### src/rtl/prefix_pkg.sv
package prefix_pkg;

    localparam int NREG  = 16;
    localparam int IDX_W = $clog2(NREG);
    localparam int OP_W  = 8;

    localparam logic [OP_W-1:0] OP_ALT_BASE = 8'h3C;
    localparam logic [3:0]      NIB_DST     = 4'h1;
    localparam logic [3:0]      NIB_BOTH    = 4'h2;
    localparam logic [3:0]      NIB_SRC     = 4'hB;

    typedef enum logic [2:0] {
        CLS_ALT,
        CLS_DST,
        CLS_SRC,
        CLS_BOTH,
        CLS_OTHER
    } cls_e;

    typedef enum logic [1:0] {
        KIND_PLAIN = 2'd0,
        KIND_MOVE  = 2'd1,
        KIND_MOVES = 2'd2
    } kind_e;

    typedef struct packed {
        logic [1:0]       alt;
        logic             both;
        logic [IDX_W-1:0] src;
        logic [IDX_W-1:0] dst;
    } pend_t;

    typedef struct packed {
        logic             valid;
        logic [OP_W-1:0]  op;
        kind_e            kind;
        logic [1:0]       alt;
        logic [IDX_W-1:0] src;
        logic [IDX_W-1:0] dst;
    } cons_t;

endpackage

### src/rtl/prefix_classify.sv
module prefix_classify
    import prefix_pkg::*;
(
    input  logic [OP_W-1:0]  byte_i,
    output cls_e             cls_o,
    output logic [IDX_W-1:0] idx_o,
    output logic [1:0]       alt_o
);

    logic [3:0] hi_nib;

    always_comb begin
        hi_nib = byte_i[OP_W-1 -: 4];
        idx_o  = byte_i[IDX_W-1:0];
        alt_o  = byte_i[1:0];
        if (byte_i[OP_W-1:2] == OP_ALT_BASE[OP_W-1:2] && byte_i[1:0] != 2'b00) begin
            cls_o = CLS_ALT;
        end else if (hi_nib == NIB_DST) begin
            cls_o = CLS_DST;
        end else if (hi_nib == NIB_SRC) begin
            cls_o = CLS_SRC;
        end else if (hi_nib == NIB_BOTH) begin
            cls_o = CLS_BOTH;
        end else begin
            cls_o = CLS_OTHER;
        end
    end

endmodule

### src/rtl/prefix_state.sv
module prefix_state
    import prefix_pkg::*;
(
    input  logic             clk,
    input  logic             rst,
    input  logic             in_valid,
    input  logic [OP_W-1:0]  op_i,
    input  cls_e             cls_i,
    input  logic [IDX_W-1:0] idx_i,
    input  logic [1:0]       alt_i,
    output pend_t            pend_q,
    output cons_t            cons_q
);

    typedef struct packed {
        pend_t pend;
        cons_t cons;
    } regs_t;

    regs_t r_d;
    regs_t r_q;
    logic  take;

    always_comb begin
        r_d            = r_q;
        r_d.cons.valid = 1'b0;
        take           = 1'b0;
        if (in_valid) begin
            r_d.cons.op   = op_i;
            r_d.cons.alt  = r_q.pend.alt;
            r_d.cons.src  = r_q.pend.src;
            r_d.cons.dst  = r_q.pend.dst;
            r_d.cons.kind = KIND_PLAIN;
            unique case (cls_i)
                CLS_ALT: begin
                    r_d.pend.alt = r_q.pend.alt | alt_i;
                end
                CLS_DST: begin
                    if (r_q.pend.both) begin
                        take          = 1'b1;
                        r_d.cons.kind = KIND_MOVE;
                        r_d.cons.dst  = idx_i;
                    end else begin
                        r_d.pend.dst = idx_i;
                    end
                end
                CLS_SRC: begin
                    if (r_q.pend.both) begin
                        take          = 1'b1;
                        r_d.cons.kind = KIND_MOVES;
                        r_d.cons.src  = idx_i;
                    end else begin
                        r_d.pend.src = idx_i;
                    end
                end
                CLS_BOTH: begin
                    r_d.pend.src  = idx_i;
                    r_d.pend.dst  = idx_i;
                    r_d.pend.both = 1'b1;
                end
                default: begin
                    take = 1'b1;
                end
            endcase
            if (take) begin
                r_d.cons.valid = 1'b1;
                r_d.pend       = '0;
            end else begin
                r_d.cons.op   = r_q.cons.op;
                r_d.cons.alt  = r_q.cons.alt;
                r_d.cons.src  = r_q.cons.src;
                r_d.cons.dst  = r_q.cons.dst;
                r_d.cons.kind = r_q.cons.kind;
            end
        end
    end

    always_ff @(posedge clk) begin
        if (rst) begin
            r_q <= '0;
        end else begin
            r_q <= r_d;
        end
    end

    assign pend_q = r_q.pend;
    assign cons_q = r_q.cons;

endmodule

### src/rtl/prefix_select.sv
module prefix_select
    import prefix_pkg::*;
(
    input  logic             clk,
    input  logic             rst,
    input  logic             in_valid,
    input  logic [7:0]       in_byte,
    output logic             cons_valid,
    output logic [7:0]       cons_op,
    output logic [1:0]       cons_kind,
    output logic [1:0]       cons_alt,
    output logic [3:0]       cons_src,
    output logic [3:0]       cons_dst,
    output logic             st_alt1,
    output logic             st_alt2,
    output logic             st_b
);

    cls_e             cls;
    logic [IDX_W-1:0] idx;
    logic [1:0]       alt_bits;
    pend_t            pend;
    cons_t            cons;

    prefix_classify u_cls (
        .byte_i (in_byte),
        .cls_o  (cls),
        .idx_o  (idx),
        .alt_o  (alt_bits)
    );

    prefix_state u_state (
        .clk      (clk),
        .rst      (rst),
        .in_valid (in_valid),
        .op_i     (in_byte),
        .cls_i    (cls),
        .idx_i    (idx),
        .alt_i    (alt_bits),
        .pend_q   (pend),
        .cons_q   (cons)
    );

    assign cons_valid = cons.valid;
    assign cons_op    = cons.op;
    assign cons_kind  = cons.kind;
    assign cons_alt   = cons.alt;
    assign cons_src   = cons.src;
    assign cons_dst   = cons.dst;
    assign st_alt1    = pend.alt[0];
    assign st_alt2    = pend.alt[1];
    assign st_b       = pend.both;

endmodule

### config.mk
export PLATFORM = sky130hd
export DESIGN_NAME = prefix_select
export DESIGN_NICKNAME = d
export VERILOG_FILES = /design/src/rtl/prefix_pkg.sv /design/src/rtl/prefix_classify.sv /design/src/rtl/prefix_state.sv /design/src/rtl/prefix_select.sv
export SDC_FILE = /design/constraint.sdc
export NUM_CORES = 1
export LEC_CHECK = 0
export ABC_AREA = 1
export BUFFER_PORTS_ARGS = -buffer_cell sky130_fd_sc_hd__buf_2
export CORE_AREA = 2 2 56 58
export DETAILED_ROUTE_END_ITERATION = 6
export DIE_AREA = 0 0 58 60
export GPL_TIMING_DRIVEN = 0
export PLACE_DENSITY = 0.72
export SETUP_SLACK_MARGIN = 0.4
export SLEW_MARGIN = 20
export SYNTH_ARGS = -nofsm -noshare
export SYNTH_HDL_FRONTEND = slang
export SYNTH_SLANG_ARGS = --single-unit
### constraint.sdc
create_clock -name clk -period 1.8 [get_ports clk]
set_clock_uncertainty 0.15 [all_clocks]
set_input_delay 0.27 -clock clk [delete_from_list [all_inputs] [get_ports clk]]
set_output_delay 0.27 -clock clk [all_outputs]
set_load 0.01 [all_outputs]
==> After elaboration in Yosys (flattened, before gate mapping) <==
Cells that the tools add are included.
{ "totals": {"regBits": 32, "inputBits": 11, "output_inout_bits": 24, "wordCells": 56} }
{ "classes": {"eq_ne": 9, "muxes": 20, "bitwise_logic": 2, "reduce_logical": 15} }
{ "op_table": {"columns": ["op", "n"], "rows": [
  ["$mux W4", 5],
  ["$pmux W4 S2", 2],
  ["$mux W12", 1],
  ["$mux W3", 4],
  ["$eq A3 B2 Y1 const B", 2],
  ["$eq A6 B4 Y1 const B", 1],
  ["$ne A3 B3 Y1 const B", 2],
  ["$reduce_and A2 Y1", 3],
  ["$reduce_and A3 Y1", 2],
  ["$reduce_bool A2 Y1", 3],
  ["$reduce_bool A3 Y1", 2],
  ["$reduce_or A2 Y1", 3],
  ["$eq A4 B1 Y1 const B", 1],
  ["$eq A4 B2 Y1 const B", 1],
  ["$eq A4 B4 Y1 const B", 1],
  ["$mux W1", 4],
  ["$mux W2", 2],
  ["$pmux W2 S2", 1],
  ["$eq A3 B1 Y1 const B", 1],
  ["$logic_not A3 Y1", 1],
  ["$or A2 B2 Y2", 1],
  ["$pmux W1 S2", 1],
  ["$logic_and A1 B1 Y1", 1],
  ["$not A1 Y1", 1]
]} }

==> Depth between registers and ports, before layout <==
Gate-level depths: netlist of run 1.
{ "logic_depth": {"word_depth": 11, "mapped_depth": 12, "ltp_nobuf": 11} }

==> By module <==
From an unflattened synthesis of run 1, not the netlist that was laid out.
{ "unflattened": {"cells_unflattened": 207, "area_unflattened_um2": 1511.4} }
{ "by_module_without_submodules": {"columns": ["module", "n_inst", "cells_each", "area_per_inst_um2"], "rows": [
  ["prefix_state", 1, 185, 1396.3],
  ["prefix_classify", 1, 22, 115.1]
]} }

==> Worst setup path before layout of run 1 <==
Ideal clock, no wire load.
{ "synth_path": {"path_kind": "input port to flip-flop", "startpoint": "in in_byte[4]", "endpoint": "reg u_state.r_q (netlist bit u_state.pend_q[0])", "setup_ps": 115, "arrival_ps": 1156, "slack_ps": 379, "cell_stages": 8, "path_cell_list": "inv_1 > nor2_1 > nand3_1 > clkbuf_1 > o21a_1 > nand3_2 > a21oi_1 > nor2_1"} }
{ "synth_between": {"elab_chain_cells": 11, "word_cells_on_any_way": 22} }
{ "synth_lines": {"columns": ["item", "line", "rtl"], "rows": [
  ["start: declaration", "prefix_select.sv:7", "input logic [7:0] in_byte,"],
  ["$eq A4 B2 Y1", "prefix_classify.sv:22", "end else if (hi_nib == NIB_BOTH) begin"],
  ["$mux W3", "prefix_classify.sv:22", null],
  ["$mux W3", "prefix_classify.sv:20", "end else if (hi_nib == NIB_SRC) begin"],
  ["$mux W3", "prefix_classify.sv:18", "end else if (hi_nib == NIB_DST) begin"],
  ["$mux W3 *", "prefix_classify.sv:16", "if (byte_i[OP_W-1:2] == OP_ALT_BASE[OP_W-1:2] && byte_i[1:0] != 2'b00) begin"],
  ["$eq A3 B2 Y1, or another cell as far along", "prefix_state.sv:34", "unique case (cls_i)"],
  ["$reduce_or A2 Y1 (no source line)", null, null],
  ["$pmux W1 S2", "prefix_state.sv:34", null],
  ["$mux W1", "prefix_state.sv:28", "if (in_valid) begin"],
  ["$ne A3 B3 Y1 (no source line) or $reduce_bool A3 Y1 (tied branches)", null, null],
  ["$reduce_and A3 Y1 (no source line)", null, null],
  ["end signal: assignment", "prefix_state.sv:82", "r_q <= r_d;"],
  ["end: declaration", "prefix_state.sv:21", "regs_t r_q;"]
]} }
Mark *: on every way between the ends. The rest lies on a longest branch, timed or not. The select of a mux whose other input is x is not followed.
A chain may end at the register's enable or synchronous reset.

==> Worst setup path after layout of run 1 <==
{ "layout_path": {"startpoint": "in in_byte[6]", "endpoint": "reg u_state.r_q (netlist bit u_state.cons_q[9])"} }
{ "layout_between": {"elab_chain_cells": 10, "word_cells_on_any_way": 18} }
{ "layout_lines": {"columns": ["item", "line"], "rows": [
  ["$eq A4 B2 Y1", "prefix_classify.sv:22"],
  ["$mux W3", "prefix_classify.sv:22"],
  ["$mux W3", "prefix_classify.sv:20"],
  ["$mux W3", "prefix_classify.sv:18"],
  ["$mux W3 *", "prefix_classify.sv:16"],
  ["$eq A3 B2 Y1, or another cell as far along", "prefix_state.sv:34"],
  ["$reduce_or A2 Y1 (no source line)", null],
  ["$pmux W1 S2 *", "prefix_state.sv:34"],
  ["$mux W1 *", "prefix_state.sv:28"],
  ["$reduce_and A2 Y1 (no source line) *", null]
]} }
Marks and branches as above.

==> impl_results.rst, run 1 <==
.. list-table::
   :header-rows: 1

   * - Metric
     - Value
   * - Dominant combinational cell family by area after synthesis
     - simple AND/OR/NAND/NOR gates
   * - Global-route usage over all layers
     - 19.9%
   * - Average vias per placed instance
     - 5.15
   * - Number of cells on the critical path
     - 13
   * - Maximum number of buffers from clock root to sink
     - 2
   * - Nature of the critical path startpoint
     - primary input
   * - Max Freq
     - 0.747 GHz
   * - Fin crit share
     - 74.4%
   * - Worst hold-check slack
     - 0.00207 ns
   * - Cell area after synthesis
     - 1400 sq um
   * - Max stage delay cell, worst path
     - sky130_fd_sc_hd__nor2_4
   * - Max_cap viols
     - 0
   * - Maximum number of pins on one net before global-route repair
     - 11
   * - Synthesized instance count
     - 201
   * - Synth Area in Adders
     - 0%
   * - Post-layout minimum cycle time
     - 1.34 ns
   * - Count of endpoints failing hold in the final timing report
     - 0
   * - Max-Slew Margin vs Limit
     - 68.2%
   * - Proportion of power drawn by combinational gates
     - 14.0%
   * - Diode insertion count for antenna repair
     - 0
   * - TritonCTS clock tree
     - done
   * - Critical path cell sequence
     - buf_2 > inv_2 > nand2_1 > nor2_2 > inv_2 > nand2_1 > nand2_2 > nand2_1 > nand2_2 > nor2_4 > buf_4 > nand2_1 > nand2_1
   * - Peak supply drop
     - 0.616 mV
   * - # nets final
     - 255
   * - Run status
     - complete, no violations
   * - Leakage power total
     - 0.857 nW
   * - Worst hold-check path type
     - primary input to flop
   * - Nature of the critical path endpoint
     - flop
   * - Synth Area in Compound Gates
     - 9.45%
   * - Number of vias after detailed routing
     - 1,433
   * - Depth of the most critical reg-to-reg path
     - 6
   * - Number of cells traversed by the worst hold path
     - 3
   * - Area growth from synthesis to layout
     - 22.5%
   * - Most frequent cells in the layout
     - sky130_fd_sc_hd__nand2_1 (66), sky130_fd_sc_hd__nand3_1 (34), sky130_fd_sc_hd__buf_2 (34), sky130_fd_sc_hd__dfxtp_1 (31)
   * - Count of state elements after synthesis
     - 32
   * - Critical setup path kind
     - primary input to flop
   * - Setup violators final
     - 0
   * - Starting density of the core
     - 48.4%
   * - Pin slew with the least headroom to its limit
     - 0.477 ns
   * - Dpl hpwl
     - 2350 um
   * - Required @ worst endpoint
     - 1.93 ns
   * - Maximum net fanout on the critical path
     - 5
   * - Die extent in y
     - 60 um
   * - Total DRC errors in the routed layout
     - 0
   * - Placed Area
     - 1620 sq um
   * - Power per unit of standard cell area
     - 792 nW/um^2
   * - Cell-internal power
     - 0.999 mW
   * - Synth Net Count
     - 212
   * - Via count of the first global-routing pass
     - 1,207
   * - CTS Root Buffer Type
     - sky130_fd_sc_hd__clkbuf_4
   * - Fraction of synthesized area in multiplexers
     - 0%
   * - Chip Width
     - 58 um
   * - Part of the power in the clock network
     - 30.9%
   * - Synth warnings
     - 0
   * - Detailed Routing Iterations Pass 1
     - 4
   * - Post-CTS Hold Buffers
     - 0
   * - WP buf/inv
     - 4
   * - Mean cell area of the mapped netlist
     - 6.98 sq um
   * - Port bufs
     - 34
   * - XOR/XNOR Fraction of Synth Area
     - 0%
   * - Portion of total power attributed to sequential cells
     - 55.1%
   * - Wire length reported by the detailed router
     - 3330 um
   * - CTS H-tree lvls
     - 2
   * - Initial antenna violation count
     - 0
   * - Stage delay of the slowest cell on the critical path
     - 0.16 ns
   * - Sum of overflow across all layers after global routing
     - 0
   * - Commonest non-fill, non-tap cell in the layout
     - sky130_fd_sc_hd__nand2_1
   * - Setup TNS
     - 0 ns
   * - Category of cells accounting for the largest share of critical-path delay
     - simple AND/OR/NAND/NOR gates
   * - Switching Fraction
     - 26.6%
   * - DIE AREA
     - 3480 sq um
   * - Share of cells above drive strength 1
     - 25.3%
   * - Post-DR wirelength/cell
     - 12.0 um
   * - Wire length of the first global-routing pass
     - 5220 um
   * - Unrepaired setup endpoints after global routing
     - yes
   * - Cell seen most often among critical-path stages
     - sky130_fd_sc_hd__nand2_1
   * - Seq/Total Area, Yosys
     - 45.6%
   * - IO Pins
     - 35
   * - Core area
     - 2900 sq um
   * - Floorplan row count
     - 20
   * - Clock buffers created by TritonCTS
     - 5
   * - Number of unique standard cell types used by synthesis
     - 17
   * - Placer's final routability congestion estimate
     - 0.854
   * - Net switching power
     - 0.361 mW
   * - Clock Sinks
     - 32
   * - Cell area after layout
     - 1720 sq um
   * - Max Transition Viols Final
     - 0
   * - Worst-skew pair later-pin latency
     - 0.33 ns
   * - DR iter-0 viols
     - 77
   * - Simple-gate share of the synthesized area
     - 38.0%
   * - Crit path arrival time
     - 1.46 ns
   * - Clock-pin slew of the registers on the worst-case setup and hold paths
     - 0.09 ns
   * - Final ANT Viol Nets
     - 0
[power by group through the flow]
stage / Sequential (mW) / Combinational (mW) / Clock, mW
detailed placement: 0.766 / 0.179 / 0
global placement: 0.766 / 0.179 / 0
finish: 0.750 / 0.190 / 0.420
CTS: 0.750 / 0.180 / 0.433
global route: 0.753 / 0.215 / 0.464
floorplan: 0.775 / 0.103 / 0
[Yosys cell counts, drive strengths merged]
| library cell | instances | area [sq um] |
|---|---|---|
| nand2 | 69 | 264 |
| nand3 | 35 | 180 |
| dfxtp | 32 | 641 |
| nor2 | 15 | 63.8 |
| o21ai | 14 | 70.1 |
| a21oi | 11 | 55.1 |
| inv | 9 | 33.8 |
| buf | 6 | 45.0 |
| clkbuf | 5 | 18.8 |
| nand4 | 4 | 25.0 |
| o21a | 1 | 7.51 |
[per-layer routing]
metal	share of wire, %	track usage, %	up-vias
li1	-	-	748
met1	46	25.7	630
met2	45	31.2	47
met3	6.7	5.84	8
met4	1.4	7.97	0
met5	0	0	-
[final timing paths]
kind	from	end	slack, ns
worst max-delay path	in_byte[6]	u_state.cons_q[9]	0.46
worst min-delay path	in_byte[4]	u_state.cons_q[16]	0.002
worst max register to register	u_state.pend_q[8]	u_state.cons_q[4]	0.46
worst min register to register	u_state.pend_q[9]	u_state.cons_q[8]	0.31
[worst min-delay path, cell delays in order]
cell	delay (ns)
sky130_fd_sc_hd__buf_2	0.10
sky130_fd_sc_hd__nand2_1	0.05
sky130_fd_sc_hd__nand2_1	0.04
[area by class of cell]
cell class	instances	area (sq um)
flip-flops and latches	32	642
multi-input cells	149	684
fillers	286	1180
clock buffers	8	58.8
plain buffers	11	73.8
well taps	33	41.3
repair buffers	36	185
inverters	9	33.8
[cell families (layout without fill, tap and decap cells)]
family | count (synthesis) | after routing
flip-flops | 32 | 32
AND/OR/NAND/NOR | 123 | 123
buffers and inverters | 20 | 64
AO/OA/AOI/OAI | 26 | 26
[registers in the layout, indices dropped and copies added (netlist names)]
register and cells:
u_state.pend_q 11, u_state.cons_q 21
[through the flow]
| step | setup WS [ns] | utilization (%) | instances | power [mW] |
|---|---|---|---|---|
| after CTS | 0.416 | 57.8 | 276 | 1.36 |
| after detailed placement | 0.112 | 55.7 | 268 | 0.945 |
| after global placement | 0.145 | 55.7 | 268 | 0.944 |
| final | 0.462 | 59.2 | 278 | 1.36 |
| after global routing | 0.364 | 59.2 | 278 | 1.43 |
| after floorplan | 0.409 | - | 201 | 0.877 |
[what timing repair did]
action	in CTS	in global routing
resized for setup	1	15
cloned	0	1
buffers inserted	0	1
setup endpoints to repair	9	29
Note: power is estimated with default switching activity, not from simulation.
==> inputs of run 2 (changes only) <==
==> constraint.sdc (replaced) <==
create_clock -name clk -period 1.25 [get_ports clk]
set_clock_uncertainty 0.15 [all_clocks]
set_input_delay 0.1875 -clock clk [delete_from_list [all_inputs] [get_ports clk]]
set_output_delay 0.1875 -clock clk [all_outputs]
set_load 0.01 [all_outputs]
==> run 2 against run 1 <==
Net effect: the flow now finishes with violations (hold timing, setup timing); total power increased by 56%; routed wire length increased by 50%; sequential cell count unchanged; utilization increased by 22 points; design area increased by 37%; hold slack got worse by 0.080 ns; non-clock buffer count increased by 18; sequential share of layout area decreased by 8.9 points; largest cell class unchanged.
==> impl_results.rst, run 2 (synthesis gave the netlist of run 1 again) <==
.. list-table::
   :header-rows: 1

   * - Metric
     - Value
   * - Run status
     - finished with violations
   * - Failing checks
     - hold timing, setup timing
   * - Flip-flop count of the largest register, all copies and words added
     - 21 (unchanged)
   * - Worst-skew pair later-pin latency
     - 0.35 ns (+0.02 ns)
   * - Flop2flop setup slack
     - -0.10 ns (-0.57 ns)
   * - Via count of the first global-routing pass
     - 1,483 (+23%)
   * - Number of cells traversed by the worst hold path
     - 3 (unchanged)
   * - Clock Sinks
     - 32 (unchanged)
   * - Maximum net fanout on the critical path
     - 10 (+5)
   * - Area growth from synthesis to layout
     - 68.3%
   * - Detailed Routing Iterations Pass 1
     - 5 (+1)
   * - Max-Slew Margin vs Limit
     - 54.9% (-13 points)
   * - Switching Fraction
     - 30.9% (+4.3 points)
   * - Net switching power
     - 0.655 mW (+81%)
   * - Fin crit share
     - 108%
   * - Part of the power in the clock network
     - 26.0% (-4.9 points)
   * - Clock buffers created by TritonCTS
     - 5 (unchanged)
   * - Pin slew with the least headroom to its limit
     - 0.677 ns (+0.200 ns)
   * - Placer's final routability congestion estimate
     - 0.871 (+1.9%)
   * - Clock-pin slew of the registers on the worst-case setup and hold paths
     - 0.10 ns (about the same)
   * - DR iter-0 viols
     - 114 (+48%)
   * - Nature of the critical path startpoint
     - flop
   * - Worst hold-check slack
     - -0.0779 ns (-0.0800 ns)
   * - Placed Area
     - 1710 sq um (+6.0%)
   * - Core Util, Final
     - 81.4% (+22 points)
   * - Cell area after layout
     - 2360 sq um (+37%)
   * - Crit path arrival time
     - 1.45 ns (about the same)
   * - CTS H-tree lvls
     - 2 (unchanged)
   * - Max_cap viols
     - 0 (unchanged)
   * - Unrepaired setup endpoints after global routing
     - yes
   * - Port bufs
     - 34 (unchanged)
   * - Setup violators final
     - 20 (+20)
   * - Most frequent cells in the layout
     - sky130_fd_sc_hd__nand2_1 (43), sky130_fd_sc_hd__buf_6 (28), sky130_fd_sc_hd__nand3_1 (23), sky130_fd_sc_hd__buf_4 (22), sky130_fd_sc_hd__dfxtp_2 (22)
   * - Depth of the most critical reg-to-reg path
     - 6 (unchanged)
   * - Cell-internal power
     - 1.47 mW (+47%)
   * - Starting density of the core
     - 48.4% (unchanged)
   * - Wire length of the first global-routing pass
     - 6860 um (+31%)
   * - Maximum number of buffers from clock root to sink
     - 2 (unchanged)
   * - Sum of overflow across all layers after global routing
     - 0 (unchanged)
   * - Nature of the critical path endpoint
     - flop
   * - TritonCTS clock tree
     - done
   * - Diode insertion count for antenna repair
     - 0 (unchanged)
   * - Post-DR wirelength/cell
     - 17.1 um (+43%)
   * - Inst Count DP
     - 268 (unchanged)
   * - Global-route usage over all layers
     - 27.0% (+7.2 points)
   * - Count of endpoints failing hold in the final timing report
     - 12 (+12)
   * - Number of cells in the finished layout apart from fillers
     - 293 (+5.4%)
   * - Min-Delay Endpoint
     - u_state.cons_q[17]
   * - Final worst setup slack
     - -0.104 ns (-0.566 ns)
   * - Core area
     - 2900 sq um (unchanged)
   * - Floorplan row count
     - 20 (unchanged)
   * - Routed met2 length
     - 2450 um (+62%)
   * - CTS Root Buffer Type
     - sky130_fd_sc_hd__clkbuf_4
   * - Total DRC errors in the routed layout
     - 0 (unchanged)
   * - Critical setup path kind
     - flop to flop
   * - Initial antenna violation count
     - 0 (unchanged)
   * - Worst Setup Slack post-DPL
     - -0.363 ns (-0.475 ns)
   * - Dpl hpwl
     - 2490 um (+6.0%)
   * - IO Pins
     - 35 (unchanged)
   * - Routed wire length on met3
     - 338 um (+52%)
   * - Wire length on met1
     - 1910 um (+24%)
   * - Die extent in y
     - 60 um (unchanged)
   * - Maximum number of pins on one net before global-route repair
     - 11 (unchanged)
   * - Overall power after layout
     - 2.12 mW (+56%)
   * - DIE AREA
     - 3480 sq um (unchanged)
   * - Chip Width
     - 58 um (unchanged)
   * - Proportion of power drawn by combinational gates
     - 22.5% (+8.5 points)
   * - Peak supply drop
     - 0.829 mV (+35%)
   * - # nets final
     - 273 (+7.1%)
   * - Wire length reported by the detailed router
     - 5000 um (+50%)
   * - Origin of the critical flop-to-flop path
     - u_state.pend_q[8]
   * - Max Transition Viols Final
     - 0 (unchanged)
   * - Required @ worst endpoint
     - 1.35 ns (-0.58 ns)
   * - Commonest non-fill, non-tap cell in the layout
     - sky130_fd_sc_hd__nand2_1
   * - Final ANT Viol Nets
     - 0 (unchanged)
   * - Share of cells above drive strength 1
     - 58.1% (+33 points)
   * - Leakage power total
     - 1.10 nW (+28%)
   * - Worst min-delay path startpoint
     - in_byte[5]
   * - Post-layout minimum cycle time
     - 1.35 ns
   * - Worst hold-check path type
     - primary input to flop
   * - Average vias per placed instance
     - 5.71 (+11%)
   * - Number of vias after detailed routing
     - 1,673 (+17%)
   * - Critical register-to-register path endpoint
     - u_state.cons_q[1]
   * - Power per unit of standard cell area
     - 897 nW/um^2 (+13%)
   * - Max Freq
     - 0.738 GHz
   * - Setup TNS
     - -0.892 ns (-0.892 ns)
   * - Uppermost signal routing layer after detailed routing
     - met4
   * - Portion of total power attributed to sequential cells
     - 51.6% (-3.5 points)
==> run 2: worst max path at each step <==
| stage | start | to | slack [ns] |
|---|---|---|---|
| 2_1_floorplan | in_byte[6] | u_state.cons_q[8] | -0.02 |
| 3_5_place_dp | in_byte[6] | u_state.cons_q[6] | -0.36 |
| 4_1_cts | u_state.pend_q[8] | u_state.cons_q[3] | -0.0007 |
| 6_report | u_state.pend_q[8] | u_state.cons_q[1] | -0.10 |
| 3_3_place_gp | in_byte[6] | u_state.cons_q[10] | -0.35 |
| 5_1_grt | u_state.pend_q[8] | u_state.cons_q[1] | -0.19 |
==> run 2: power by group through the flow <==
stage	Sequential (mW)	Combinational, mW	Clock [mW]
global placement	1.10	0.292	0
detailed placement	1.11	0.294	0
finish	1.09	0.476	0.550
global route	1.10	0.509	0.588
floorplan	1.12	0.174	0
CTS	1.09	0.372	0.520
==> run 2: timing repair <==
| item | 4_1_cts | 5_1_grt |
|---|---|---|
| gates cloned | 2 | 2 |
| setup buffers | 7 | 9 |
| endpoints found under the setup margin | 56 | 56 |
| resized for setup | 88 | 50 |
| pin swaps | 8 | 15 |
| hold endpoints to repair | 11 | 10 |
==> run 2: routing by layer <==
metal | global-route usage, % | vias to the layer above
li1 | - | 780
met1 | 30.2 | 777
met2 | 45.3 | 84
met3 | 7.58 | 32
met4 | 17.3 | 0
met5 | 0 | -
==> run 2: cell type report <==
cell class                 count  area, sq um
inverter                       9         60.1
fill                         183          541
buffer                        11          103
sequential                    32          672
tap                           33         41.3
multi-input combinational    149          947
timing repair buffer          54          502
clock buffer                   5         37.5
==> run 2: critical path, cell delays in order, from the launching register on <==
cell and delay [ns]:
sky130_fd_sc_hd__dfxtp_4 0.40, sky130_fd_sc_hd__inv_1 0.08, sky130_fd_sc_hd__clkbuf_8 0.16, sky130_fd_sc_hd__o21ai_0 0.19, sky130_fd_sc_hd__o21ai_1 0.14, sky130_fd_sc_hd__nand2_2 0.09
sky130_fd_sc_hd__nand2_1 0.05
==> inputs of run 3 (changes only) <==
--- a/config.mk
+++ b/config.mk
@@ -7,9 +7,9 @@
 export LEC_CHECK = 0
 export ABC_AREA = 1
 export BUFFER_PORTS_ARGS = -buffer_cell sky130_fd_sc_hd__buf_2
-export CORE_AREA = 2 2 56 58
+export CORE_AREA = 4 4 58 60
 export DETAILED_ROUTE_END_ITERATION = 6
-export DIE_AREA = 0 0 58 60
+export DIE_AREA = 0 0 62 64
 export GPL_TIMING_DRIVEN = 0
 export PLACE_DENSITY = 0.72
 export SETUP_SLACK_MARGIN = 0.4
==> run 3 against run 2 <==
Net effect: the run still ends with hold timing, setup timing left; global-route usage fell by 2.4 points; critical path type is now primary input to flop; highest routed layer unchanged; die area grew 14%; design area fell by 2.4%; cell count increased by 0.34%; register-to-register slack improved by 0.02 ns; critical path depth up 6; hold slack better by 0.018 ns; largest cell class unchanged.
==> impl_results.rst, run 3 (synthesis gave the netlist of run 1 again) <==
.. list-table::
   :header-rows: 1

   * - Metric
     - Value
   * - Sequential cell area
     - 672 sq um (unchanged)
   * - DR iter-0 viols
     - 107 (-6.1%)
   * - Initial antenna violation count
     - 0 (unchanged)
   * - Worst hold-check slack
     - -0.0598 ns (+0.0181 ns)
   * - Final worst setup slack
     - -0.0933 ns (+0.0108 ns)
   * - TritonCTS clock tree
     - done
   * - Placed Area
     - 1710 sq um (unchanged)
   * - Depth of the most critical reg-to-reg path
     - 7 (+1)
   * - Count of endpoints failing hold in the final timing report
     - 10 (-2)
   * - Most frequent cells in the layout
     - sky130_fd_sc_hd__nand2_1 (38), sky130_fd_sc_hd__buf_6 (34), sky130_fd_sc_hd__nand2_2 (25), sky130_fd_sc_hd__nand3_1 (24), sky130_fd_sc_hd__dfxtp_2 (22)
   * - Global-route usage over all layers
     - 24.6% (-2.4 points)
   * - Unrepaired setup endpoints after global routing
     - yes
   * - Die extent in y
     - 64 um (+6.7%)
   * - Top Usage Layer GRT
     - met2
   * - Sum of overflow across all layers after global routing
     - 0 (unchanged)
   * - Peak supply drop
     - 0.933 mV (+13%)
   * - Core area
     - 2930 sq um (+0.86%)
   * - Met2 global-route usage
     - 38.5% (-6.8 points)
   * - DIE AREA
     - 3970 sq um (+14%)
   * - Combined area of the multi-input logic cells
     - 895 sq um (-5.5%)
   * - Final ANT Viol Nets
     - 0 (unchanged)
   * - Met1 Resource Use GR
     - 32.2% (+1.9 points)
   * - Maximum number of pins on one net before global-route repair
     - 11 (unchanged)
   * - Core Util, Final
     - 78.7% (-2.7 points)
   * - Max-Slew Margin vs Limit
     - 60.5% (+5.6 points)
   * - Worst-skew pair later-pin latency
     - 0.34 ns (about the same)
   * - Post-DR wirelength/cell
     - 15.9 um (-7.0%)
   * - Via count of the first global-routing pass
     - 1,579 (+6.5%)
   * - Flip-flop count of the largest register, all copies and words added
     - 21 (unchanged)
   * - Maximum number of buffers from clock root to sink
     - 2 (unchanged)
   * - Average vias per placed instance
     - 5.48 (-4.0%)
   * - Dpl hpwl
     - 2580 um (+3.6%)
   * - Critical setup path kind
     - primary input to flop
   * - Total DRC errors in the routed layout
     - 0 (unchanged)
   * - Share of cells above drive strength 1
     - 58.2% (+0.16 points)
   * - Crit path arrival time
     - 1.48 ns (+0.03 ns)
   * - Nature of the critical path endpoint
     - flop
   * - Setup violators final
     - 25 (+25%)
   * - GRT met3 Usage
     - 6.06% (-1.5 points)
   * - Diode insertion count for antenna repair
     - 0 (unchanged)
   * - Max_cap viols
     - 0 (unchanged)
   * - Fin crit share
     - 107% (-0.87 points)
   * - Detailed Routing Iterations Pass 1
     - 5 (unchanged)
   * - IO Pins
     - 35 (unchanged)
   * - Clock-pin slew of the registers on the worst-case setup and hold paths
     - 0.10 ns (about the same)
   * - Floorplan row count
     - 20 (unchanged)
   * - Area growth from synthesis to layout
     - 64.2%
   * - # nets final
     - 272 (-0.37%)
   * - Chip Width
     - 62 um (+6.9%)
   * - Starting density of the core
     - 47.9% (-0.41 points)
   * - Run status
     - finished with violations
   * - Maximum net fanout on the critical path
     - 5 (-5)
   * - Clock buffers created by TritonCTS
     - 5 (unchanged)
   * - Placer's final routability congestion estimate
     - 0.861 (-1.1%)
   * - Number of vias after detailed routing
     - 1,612 (-3.6%)
   * - Cell area after layout
     - 2300 sq um (-2.4%)
   * - Wire length of the first global-routing pass
     - 7230 um (+5.4%)
   * - Fill cells
     - 206 (+13%)
   * - Number of cells traversed by the worst hold path
     - 3 (unchanged)
   * - Commonest non-fill, non-tap cell in the layout
     - sky130_fd_sc_hd__nand2_1
   * - Post-layout minimum cycle time
     - 1.34 ns (-0.0108 ns)
   * - Port bufs
     - 34 (unchanged)
   * - Required @ worst endpoint
     - 1.38 ns (+0.03 ns)
   * - CTS Root Buffer Type
     - sky130_fd_sc_hd__clkbuf_4
   * - Power per unit of standard cell area
     - 907 nW/um^2 (+1.0%)
   * - Clock Sinks
     - 32 (unchanged)
   * - Leakage power total
     - 1.06 nW (-3.5%)
   * - Pin slew with the least headroom to its limit
     - 0.593 ns (-0.0840 ns)
   * - Max Freq
     - 0.744 GHz (+0.81%)
   * - Wire length reported by the detailed router
     - 4670 um (-6.7%)
   * - Worst hold-check path type
     - primary input to flop
   * - Max Transition Viols Final
     - 0 (unchanged)
   * - Failing checks
     - hold timing, setup timing
   * - Nature of the critical path startpoint
     - primary input
   * - CTS H-tree lvls
     - 2 (unchanged)
-- run 3: worst paths after layout --
| check | from | end | slack [ns] |
|---|---|---|---|
| setup / recovery | in_byte[7] | u_state.cons_q[8] | -0.09 |
| hold / removal | in_byte[4] | u_state.cons_q[16] | -0.06 |
| setup reg to reg | u_state.pend_q[8] | u_state.pend_q[6] | -0.08 |
| hold reg to reg | u_state.cons_q[10] | u_state.cons_q[10] | 0.33 |
-- run 3: critical path, cell delays in order --
cell,delay [ns]
sky130_fd_sc_hd__buf_4,0.12
sky130_fd_sc_hd__inv_2,0.05
sky130_fd_sc_hd__nand2_2,0.08
sky130_fd_sc_hd__nor2_2,0.06
sky130_fd_sc_hd__nor2_2,0.13
sky130_fd_sc_hd__nand3_2,0.15
sky130_fd_sc_hd__nand2_4,0.13
sky130_fd_sc_hd__nand2_8,0.07
sky130_fd_sc_hd__nor2_4,0.21
sky130_fd_sc_hd__buf_6,0.17
sky130_fd_sc_hd__nand2_2,0.05
sky130_fd_sc_hd__nand2_1,0.06
-- run 3: metrics by stage --
stage                     setup slack (ns)  TNS, ns  cells  total power [mW]  hold slack, ns
final                              -0.0933    -1.67    294              2.09         -0.0598
after floorplan                    -0.0200   -0.366    201              1.29           0.107
after detailed placement            -0.387   -10.91    268              1.40           0.301
after global routing                -0.143    -3.09    294              2.18         -0.0624
after CTS                          -0.0371   -0.324    290              2.05         -0.0712
after global placement              -0.365   -10.57    268              1.40           0.297
-- run 3: timing repair --
item	CTS	global route
hold endpoints to repair	12	11
gates cloned	3	0
endpoints found under the setup margin	56	56
gates resized for setup	110	18
pin swaps	12	7
setup buffers	12	4
-- run 3: layer usage --
metal  vias up  wire length [um]
li1        779                 -
met1       754              1920
met2        64              2360
met3        15               246
met4         0               146
met5         -                 0
-- run 3: power by group --
group | internal, mW | switching (mW)
clock network | 0.207 | 0.349
registers | 1.06 | 0.0280
logic | 0.195 | 0.248
-- run 3: layout make-up --
| type | instances | area share (%) |
|---|---|---|
| Buffer | 11 | 4.18 |
| Tap cell | 33 | 1.79 |
| Multi-Input combinational cell | 149 | 38.8 |
| Inverter | 9 | 2.28 |
| Clock inverter | 1 | 0.217 |
| Clock buffer | 6 | 1.79 |
| Sequential cell | 32 | 29.2 |
| Timing Repair Buffer | 53 | 21.8 |
